**src/rtl/mm_radix4_pkg.sv**
```systemverilog
package mm_radix4_pkg;

    typedef enum logic {
        MM_IDLE = 1'b0,
        MM_RUN  = 1'b1
    } mm_state_e;

    // number of clock steps for an n-bit multiplier
    function automatic int mm_steps(input int n);
        return n / 2;
    endfunction

    // width of a down-counter able to hold steps-1
    function automatic int mm_cnt_w(input int steps);
        return (steps < 2) ? 1 : $clog2(steps) + 1;
    endfunction

endpackage

```
**src/rtl/mm_reduce.sv**
```systemverilog
// Subtracts the largest multiple k*P (k = 1..K) that does not drive x
// negative. The caller guarantees x < (K+1)*P.
module mm_reduce #(
    parameter int W = 10,
    parameter int K = 3
) (
    input  logic [W-1:0]        x,
    input  logic [K-1:0][W-1:0] mults,
    output logic [W-1:0]        y
);
    logic [K-1:0][W:0] diff;
    logic [K-1:0]      fits;

    for (genvar k = 0; k < K; k++) begin : g_sub
        assign diff[k] = {1'b0, x} - {1'b0, mults[k]};
        assign fits[k] = ~diff[k][W];
    end

    always_comb begin
        y = x;
        for (int k = 0; k < K; k++) begin
            if (fits[k]) y = diff[k][W-1:0];
        end
    end
endmodule

```
**src/rtl/mm_former.sv**
```systemverilog
// Partial remainder step: r_out = (4 * r_in) mod P, for r_in < P.
module mm_former #(
    parameter int W = 10
) (
    input  logic [W-1:0] r_in,
    input  logic [W-1:0] p1,
    input  logic [W-1:0] p2,
    input  logic [W-1:0] p3,
    output logic [W-1:0] r_out
);
    logic [W-1:0]        quad;
    logic [2:0][W-1:0]   mults;

    assign quad  = {r_in[W-3:0], 2'b00};
    assign mults = {p3, p2, p1};

    mm_reduce #(.W(W), .K(3)) u_red (
        .x     (quad),
        .mults (mults),
        .y     (r_out)
    );
endmodule

```
**src/rtl/mm_pairmul.sv**
```systemverilog
// Two-bit modular product: (r * (2*pair[1] + pair[0])) mod P, for r < P.
module mm_pairmul #(
    parameter int W = 10
) (
    input  logic [W-1:0] r,
    input  logic [1:0]   pair,
    input  logic [W-1:0] p1,
    input  logic [W-1:0] p2,
    output logic [W-1:0] prod
);
    logic [W-1:0]      twice;
    logic [W-1:0]      once;
    logic [W-1:0]      sum;
    logic [1:0][W-1:0] mults;

    assign twice = pair[1] ? {r[W-2:0], 1'b0} : '0;
    assign once  = pair[0] ? r : '0;
    assign sum   = twice + once;
    assign mults = {p2, p1};

    mm_reduce #(.W(W), .K(2)) u_red (
        .x     (sum),
        .mults (mults),
        .y     (prod)
    );
endmodule

```
**src/rtl/mm_accum.sv**
```systemverilog
// Remainder adder: (a + b) mod P, for a, b < P.
module mm_accum #(
    parameter int W = 10
) (
    input  logic [W-1:0] a,
    input  logic [W-1:0] b,
    input  logic [W-1:0] p1,
    output logic [W-1:0] s
);
    logic [W-1:0]      sum;
    logic [0:0][W-1:0] mults;

    assign sum   = a + b;
    assign mults = p1;

    mm_reduce #(.W(W), .K(1)) u_red (
        .x     (sum),
        .mults (mults),
        .y     (s)
    );
endmodule

```
**src/rtl/mm_ctrl.sv**
```systemverilog
module mm_ctrl
    import mm_radix4_pkg::*;
#(
    parameter int STEPS = 4
) (
    input  logic clk,
    input  logic rst,
    input  logic start,
    output logic load,
    output logic step_en,
    output logic last,
    output logic busy,
    output logic done
);
    localparam int CW = mm_cnt_w(STEPS);

    mm_state_e     state_q;
    logic [CW-1:0] cnt_q;

    assign load    = (state_q == MM_IDLE) && start;
    assign step_en = (state_q == MM_RUN);
    assign last    = step_en && (cnt_q == CW'(1));
    assign busy    = step_en;

    always_ff @(posedge clk) begin
        if (rst) begin
            state_q <= MM_IDLE;
            cnt_q   <= '0;
            done    <= 1'b0;
        end else begin
            done <= last;
            if (load) begin
                state_q <= MM_RUN;
                cnt_q   <= CW'(STEPS - 1);
            end else if (step_en) begin
                cnt_q <= cnt_q - CW'(1);
                if (last) state_q <= MM_IDLE;
            end
        end
    end

    // the completion pulse lasts a single cycle
    p_done_pulse_r2: assert property (@(posedge clk) disable iff (rst)
        done |=> !done);

    // a start during a run neither restarts nor stalls the countdown
    p_busy_ignore_r4: assert property (@(posedge clk) disable iff (rst)
        (step_en && !last) |=> (step_en && cnt_q == $past(cnt_q) - CW'(1)));

    // idle follows the final step
    p_idle_after_last_r9: assert property (@(posedge clk) disable iff (rst)
        last |=> (state_q == MM_IDLE && done));
endmodule

```
**src/rtl/mm_radix4_top.sv**
```systemverilog
module mm_radix4_top
    import mm_radix4_pkg::*;
#(
    parameter int N = 8
) (
    input  logic           clk,
    input  logic           rst,
    input  logic           start,
    input  logic [N-1:0]   op_a,
    input  logic [N-1:0]   op_b,
    input  logic [N-1:0]   modulus,
    input  logic [N+1:0]   modulus_x3,
    output logic           busy,
    output logic           done,
    output logic [N-1:0]   result
);
    localparam int W     = N + 2;
    localparam int STEPS = mm_steps(N);

    logic         load, step_en, last;
    logic [W-1:0] p_q, p3_q, r_q, acc_q;
    logic [N-1:0] b_q, res_q;

    logic [W-1:0] sel_p1, sel_p2, r_next, pm_in, pm_out, acc_next;
    logic [1:0]   pair;

    mm_ctrl #(.STEPS(STEPS)) u_ctrl (
        .clk     (clk),
        .rst     (rst),
        .start   (start),
        .load    (load),
        .step_en (step_en),
        .last    (last),
        .busy    (busy),
        .done    (done)
    );

    // On the accepting edge the product uses the live modulus and A as r0.
    assign sel_p1 = load ? {2'b00, modulus} : p_q;
    assign sel_p2 = {sel_p1[W-2:0], 1'b0};
    assign pm_in  = load ? {2'b00, op_a} : r_next;
    assign pair   = load ? op_b[1:0] : b_q[1:0];

    mm_former #(.W(W)) u_former (
        .r_in  (r_q),
        .p1    (p_q),
        .p2    ({p_q[W-2:0], 1'b0}),
        .p3    (p3_q),
        .r_out (r_next)
    );

    mm_pairmul #(.W(W)) u_pairmul (
        .r    (pm_in),
        .pair (pair),
        .p1   (sel_p1),
        .p2   (sel_p2),
        .prod (pm_out)
    );

    mm_accum #(.W(W)) u_accum (
        .a  (acc_q),
        .b  (pm_out),
        .p1 (p_q),
        .s  (acc_next)
    );

    always_ff @(posedge clk) begin
        if (rst) begin
            p_q   <= '0;
            p3_q  <= '0;
            b_q   <= '0;
            r_q   <= '0;
            acc_q <= '0;
            res_q <= '0;
        end else if (load) begin
            p_q   <= {2'b00, modulus};
            p3_q  <= modulus_x3;
            b_q   <= op_b >> 2;
            r_q   <= {2'b00, op_a};
            acc_q <= pm_out;
        end else if (step_en) begin
            b_q   <= b_q >> 2;
            r_q   <= r_next;
            acc_q <= acc_next;
            if (last) res_q <= acc_next[N-1:0];
        end
    end

    assign result = res_q;

    // the visible result only moves on the completing step
    p_result_hold_r3: assert property (@(posedge clk) disable iff (rst)
        !last |=> $stable(res_q));

    // captured modulus matches the port value on the accepting edge
    p_capture_r5: assert property (@(posedge clk) disable iff (rst)
        load |=> (p_q == {2'b00, $past(modulus)}));

    // running remainders never reach the modulus
    p_rem_below_r7: assert property (@(posedge clk) disable iff (rst)
        step_en |-> (r_q < p_q && acc_q < p_q));

    // the completed value is a proper residue
    p_result_range_r1: assert property (@(posedge clk) disable iff (rst)
        done |-> ({2'b00, res_q} < p_q));
endmodule

```
**config.mk**
```make
export PLATFORM = sky130hd
export DESIGN_NAME = mm_radix4_top
export DESIGN_NICKNAME = d
export VERILOG_FILES = /design/src/rtl/mm_radix4_pkg.sv /design/src/rtl/mm_reduce.sv /design/src/rtl/mm_former.sv /design/src/rtl/mm_pairmul.sv /design/src/rtl/mm_accum.sv /design/src/rtl/mm_ctrl.sv /design/src/rtl/mm_radix4_top.sv
export SDC_FILE = /design/constraint.sdc
export NUM_CORES = 1
export LEC_CHECK = 0
export ABC_AREA = 1
export CAP_MARGIN = 25
export CORE_UTILIZATION = 25
export CTS_CLUSTER_SIZE = 8
export DETAILED_ROUTE_END_ITERATION = 8
export PLACE_DENSITY_LB_ADDON = 0.1
export SETUP_SLACK_MARGIN = 0.1
export SLEW_MARGIN = 5
export SYNTH_ARGS = -nofsm -noshare
export SYNTH_HDL_FRONTEND = slang
export SYNTH_SLANG_ARGS = --single-unit
```
**constraint.sdc**
```tcl
create_clock -name clk -period 12.9 [get_ports clk]
set_input_delay 2.58 -clock clk [delete_from_list [all_inputs] [get_ports clk]]
set_output_delay 2.58 -clock clk [all_outputs]
set_load 0.02 [all_outputs]
```
==> out/metrics.cfg, run 1 <==
[routing]
final_antenna_net_count = 0
wl_per_cell_um = 16.0
vias_per_cell = 4.65
drt-total-wl_mm = 21.7
drtPass1Iterations = 5
vias = 6307
drt-initial-drc-count = 332
drc = 0

[setup_path]
slowest_delay_ns = 0.53
cp.required_ns = 13.12
startpoint_type = input port
r2r_cells = 49
endpoint_kind = flip-flop
cp_slowest_cell = clkdlybuf4s50_1
crit_type = input port to flip-flop
worst-path-max-fanout = 53
path_common_cell = nand2_1
cp.arrival_ns = 11.11

[sta]
finalHoldViolCount = 0
drv_slew = 0
setup_tns_ns = 0
max_freq_ghz = 0.0918
fin_crit_ns = 10.90
finalSetupViolCount = 0
rsz0062_at_grt = false
skew_ns = 0.00765
tightestPinTransition_ns = 0.865
relSlewSlack_pct = 42.3
setup_ws_ns = 2.00
period_share_pct = 84.5
hold_slack_ns = 0.464

[cts]
cts-hold-fix-buffers = 0
post_cts_buffers = 0
cts_tree = yes
clkTransAtPathRegs_ns = 0.05
htree_levels = 3
cts_num_sinks = 57
cts-root-buf = clkbuf_16
cts_buffers = 9
clock_latency_ns = 0.34
cts.path.max_buffers = 2
ctsResizeCount = 0

[cells_and_area]
final_area_um2 = 7380
synthToLayoutAreaGrowth_pct = 16.9
layout.nets = 1146
fillers = 2774
drive_gt1_share_pct = 7.18
n_antenna_cell = 0

[floorplan]
io_pins = 47
std_cell_rows = 57
start_util_pct = 25.7
die_w_um = 161
die-area_um2 = 25900
coreArea_um2 = 24500
die_y_um = 161

[logic_synthesis]
yosysWarningCount = 0
netlist_instances = 987
synth_most_common_cell = nand2_1
synth_nets = 1105
synth-edff-count = 0
ys.flop_type = dfxtp_1
syn_area_um2 = 6310
synth_top_area_share_pct = 18.1
synth_top_area_cell = dfxtp_1
synth_seq_cells = 57
ys_top_cells_by_count = nand2_1, inv_1, a21oi_1
yosys-top-cells-area = dfxtp_1, ha_1, nand2_1
ys_types = 51
synth.avg_cell_area_um2 = 6.39
synth-seq-area-share_pct = 18.1
async_reset_ff_share_pct = 0

[min_path]
whs_path_depth = 2
hold_path_class = flip-flop to flip-flop

[global_routing]
grt_pass1_vias = 6075
antenna_found_initial = 0
grt.overflow.total = 0
grt_first_pass_wirelength_mm = 34.1
track_usage_pct = 17.3
grt_max_degree = 54

[placement]
portBuffers = 46
post_dp_cell_area_um2 = 7110
hpwlAfterDp_mm = 17.7
pre_cts_ws_ns = 1.68
routabilityCongestion = 0.828

[outcome]
status = finished clean

[flow_run]
drv_cap = 0

==> placed cells by master (no fill, tap or decap), drive strengths merged, types with 2 or more instances in the layout <==
cell type / instances
o21ai: 82
buf: 5
nor3: 9
clkinv: 4
o31ai: 2
xor2: 27
a31oi: 9
a21oi: 103
or2: 6
clkdlybuf4s50: 46
inv: 163
nor2: 75
o211ai: 15
dfxtp: 57
a22oi: 4
nand4: 5
fa: 6
nand2: 231
ha: 75
xnor2: 16
o2111ai: 3
nand3b: 2
o21bai: 5
o21a: 4
clkbuf: 11
nand3: 57
==> registers in the layout (all words and copies together), names as in the netlist <==
register and cells:
acc_q 10, p3_q 10, p_q 10, r_q 8, result 8, b_q 6
u_ctrl.cnt_q 3, u_ctrl.busy 1, u_ctrl.done 1
==> kinds of logic after synthesis <==
kind of cell / Yosys count / share of synthesized area [%]
compound gates: 234 / 21.5
xor+xnor: 43 / 5.97
fa+ha+maj: 81 / 16.8
buf+inv: 186 / 11.5
flops: 57 / 18.1
simple gates: 386 / 26.1
==> per-layer routing <==
metal	routed length, um	track usage, %	share of wire, %	up-vias
li1	-	-	-	3329
met1	10900	23.7	50	2830
met2	9830	28.3	45	130
met3	817	2.74	3.8	18
met4	218	3.52	1.0	0
met5	0	0	0	-
==> critical path, delay by kind of cell <==
family                   cells  cell delay, ns
buffers and inverters       12            1.88
AO/OA/AOI/OAI               11            2.15
AND/OR/NAND/NOR             20            2.93
adder cells (fa/ha/maj)      5            1.55
==> worst paths after layout <==
path	from	endpoint	slack, ns
min	b_q[4]	b_q[4]	0.46
max	start	acc_q[6]	2.00
min reg2reg	b_q[4]	b_q[4]	0.46
max reg2reg	r_q[6]	acc_q[6]	3.84
==> stage by stage <==
step           cells  utilization, %
2_1_floorplan    987               -
3_3_place_gp    1341            29.0
3_5_place_dp    1341            29.0
4_1_cts         1355            30.1
5_1_grt         1355            30.1
6_report        1355            30.1
==> layout make-up <==
type                       instances  area, um^2  area share, %
sequential                        57        1140           15.5
tap                              324         405           5.49
inverter                         165         622           8.43
clock inverter                     3        17.5          0.237
clock buffer                      11         253           3.43
timing repair buffer              51         498           6.75
multi-input combinational        744        4440           60.2
Power of run 1 is left out: the tool's default activity adds up to more than one toggle a clock period on the data nets, which glitch-free logic cannot reach.
==> run 2, diff against run 1 <==
==> constraint.sdc (replaced) <==
create_clock -name clk -period 11 [get_ports clk]
set_input_delay 2.2 -clock clk [delete_from_list [all_inputs] [get_ports clk]]
set_output_delay 2.2 -clock clk [all_outputs]
set_load 0.02 [all_outputs]
==> out/metrics.cfg, run 2 (same netlist as run 1, synthesis figures left out) <==
[floorplan]
die_w_um = 161  ; unchanged
io_pins = 47  ; unchanged
start_util_pct = 25.7  ; unchanged
die_y_um = 161  ; unchanged
std_cell_rows = 57  ; unchanged
coreArea_um2 = 24500  ; unchanged
die-area_um2 = 25900  ; unchanged

[routing]
vias = 6430  ; +2.0%
wl_per_cell_um = 16.0  ; -0.17%
drt-total-wl_mm = 21.8  ; +0.35%
drc = 0  ; unchanged
final_antenna_net_count = 0  ; unchanged
drt-initial-drc-count = 374  ; +13%
vias_per_cell = 4.72  ; +1.4%
drtPass1Iterations = 5  ; unchanged

[cts]
cts_buffers = 9  ; unchanged
cts_num_sinks = 57  ; unchanged
ctsResizeCount = 0  ; unchanged
clock_latency_ns = 0.34  ; about the same
cts-root-buf = clkbuf_16
clkTransAtPathRegs_ns = 0.06  ; about the same
htree_levels = 3  ; unchanged
cts-hold-fix-buffers = 0  ; unchanged
cts_tree = yes
post_cts_buffers = 0  ; unchanged
cts.path.max_buffers = 2  ; unchanged

[sta]
fin_crit_ns = 9.97
relSlewSlack_pct = 30.6  ; -12 points
setup_tns_ns = 0  ; unchanged
rsz0062_at_grt = false
skew_ns = 0.0105  ; +0.00282 ns
tightestPinTransition_ns = 1.04  ; +0.173 ns
drv_slew = 0  ; unchanged
finalSetupViolCount = 0  ; unchanged
finalHoldViolCount = 0  ; unchanged
max_freq_ghz = 0.100
period_share_pct = 90.7

[global_routing]
grt.overflow.total = 0  ; unchanged
grt_first_pass_wirelength_mm = 33.9  ; -0.67%
grt_pass1_vias = 6105  ; +0.49%
antenna_found_initial = 0  ; unchanged
track_usage_pct = 17.1  ; -0.16 points
grt_max_degree = 23  ; -57%

[setup_path]
reg2reg_slack_ns = 2.01  ; -1.83 ns
crit_type = input port to flip-flop
path_common_cell = nand2_1
r2r_cells = 49  ; unchanged
reg2reg_to = acc_q[6]
cp.required_ns = 11.19  ; -1.93 ns
cp_slowest_cell = clkdlybuf4s50_1
cp.arrival_ns = 10.17  ; -0.94 ns
endpoint_kind = flip-flop
slowest_delay_ns = 0.55  ; +0.02 ns
worst-path-max-fanout = 14  ; -74%
startpoint_type = input port
rr_startpoint = r_q[3]

[cells_and_area]
layout.nets = 1151  ; +0.44%
final_cell_mix = nand2_1, inv_1, a21oi_1
fillers = 2765  ; -0.32%
reg_top3 = acc_q (10), p3_q (10), p_q (10)
synthToLayoutAreaGrowth_pct = 17.9
n_antenna_cell = 0  ; unchanged
drive_gt1_share_pct = 7.80  ; +0.63 points
mostFrequentLayoutCell = nand2_1

[min_path]
hold_path_class = flip-flop to flip-flop
whs_path_depth = 2  ; unchanged
hp-start = b_q[5]
hold_end = b_q[5]

[outcome]
status = finished clean

[flow_run]
drv_cap = 0  ; unchanged

[placement]
portBuffers = 46  ; unchanged
hpwlAfterDp_mm = 17.8  ; about the same
routabilityCongestion = 0.864  ; +4.3%

==> run 2: routing by layer <==
| layer | vias up | part of all wire [%] | global-route usage, % |
|---|---|---|---|
| met4 | 0 | 1.8 | 4.50 |
| met2 | 132 | 46 | 27.5 |
| met1 | 2928 | 49 | 23.5 |
| met5 | - | 0 | 0 |
| li1 | 3349 | - | - |
| met3 | 21 | 3.3 | 2.79 |
==> run 2: area by class of cell <==
class                           instances  area [um^2]  share of cell area, %
Clock buffer                            9          225                   3.03
Clock inverter                          7         71.3                  0.958
Inverter                              165          622                   8.36
Multi-Input combinational cell        744         4440                   59.7
Sequential cell                        57         1140                   15.3
Tap cell                              324          405                   5.45
Timing Repair Buffer                   56          536                   7.20
==> run 2: how the worst max path moves through the flow <==
stage | slack [ns] | to | start | depth (start not counted)
6_report | 1.03 | acc_q[6] | start | 45
5_1_grt | 0.27 | acc_q[6] | start | 45
4_1_cts | 1.11 | acc_q[6] | start | 45
3_5_place_dp | 0.78 | acc_q[6] | start | 45
3_3_place_gp | 0.78 | acc_q[6] | start | 45
2_1_floorplan | 2.63 | acc_q[0] | start | 49
==> run 2: critical path, delay by kind of cell <==
kind | cells | cell delay [ns]
compound gates | 14 | 2.58
fa+ha+maj | 4 | 1.38
xor+xnor | 1 | 0.29
buf+inv | 8 | 1.22
simple gates | 18 | 2.45
==> run 2: through the flow <==
step | worst slack, ns | utilization, % | instances | hold WS, ns | area, um^2
2_1_floorplan | 2.63 | - | 987 | 0.435 | 6310
3_3_place_gp | 0.783 | 29.1 | 1346 | 0.466 | 7150
3_5_place_dp | 0.784 | 29.1 | 1346 | 0.456 | 7150
4_1_cts | 1.11 | 30.3 | 1362 | 0.465 | 7440
5_1_grt | 0.268 | 30.3 | 1362 | 0.483 | 7440
6_report | 1.03 | 30.3 | 1362 | 0.463 | 7440
Power of run 2 is left out for the same reason.
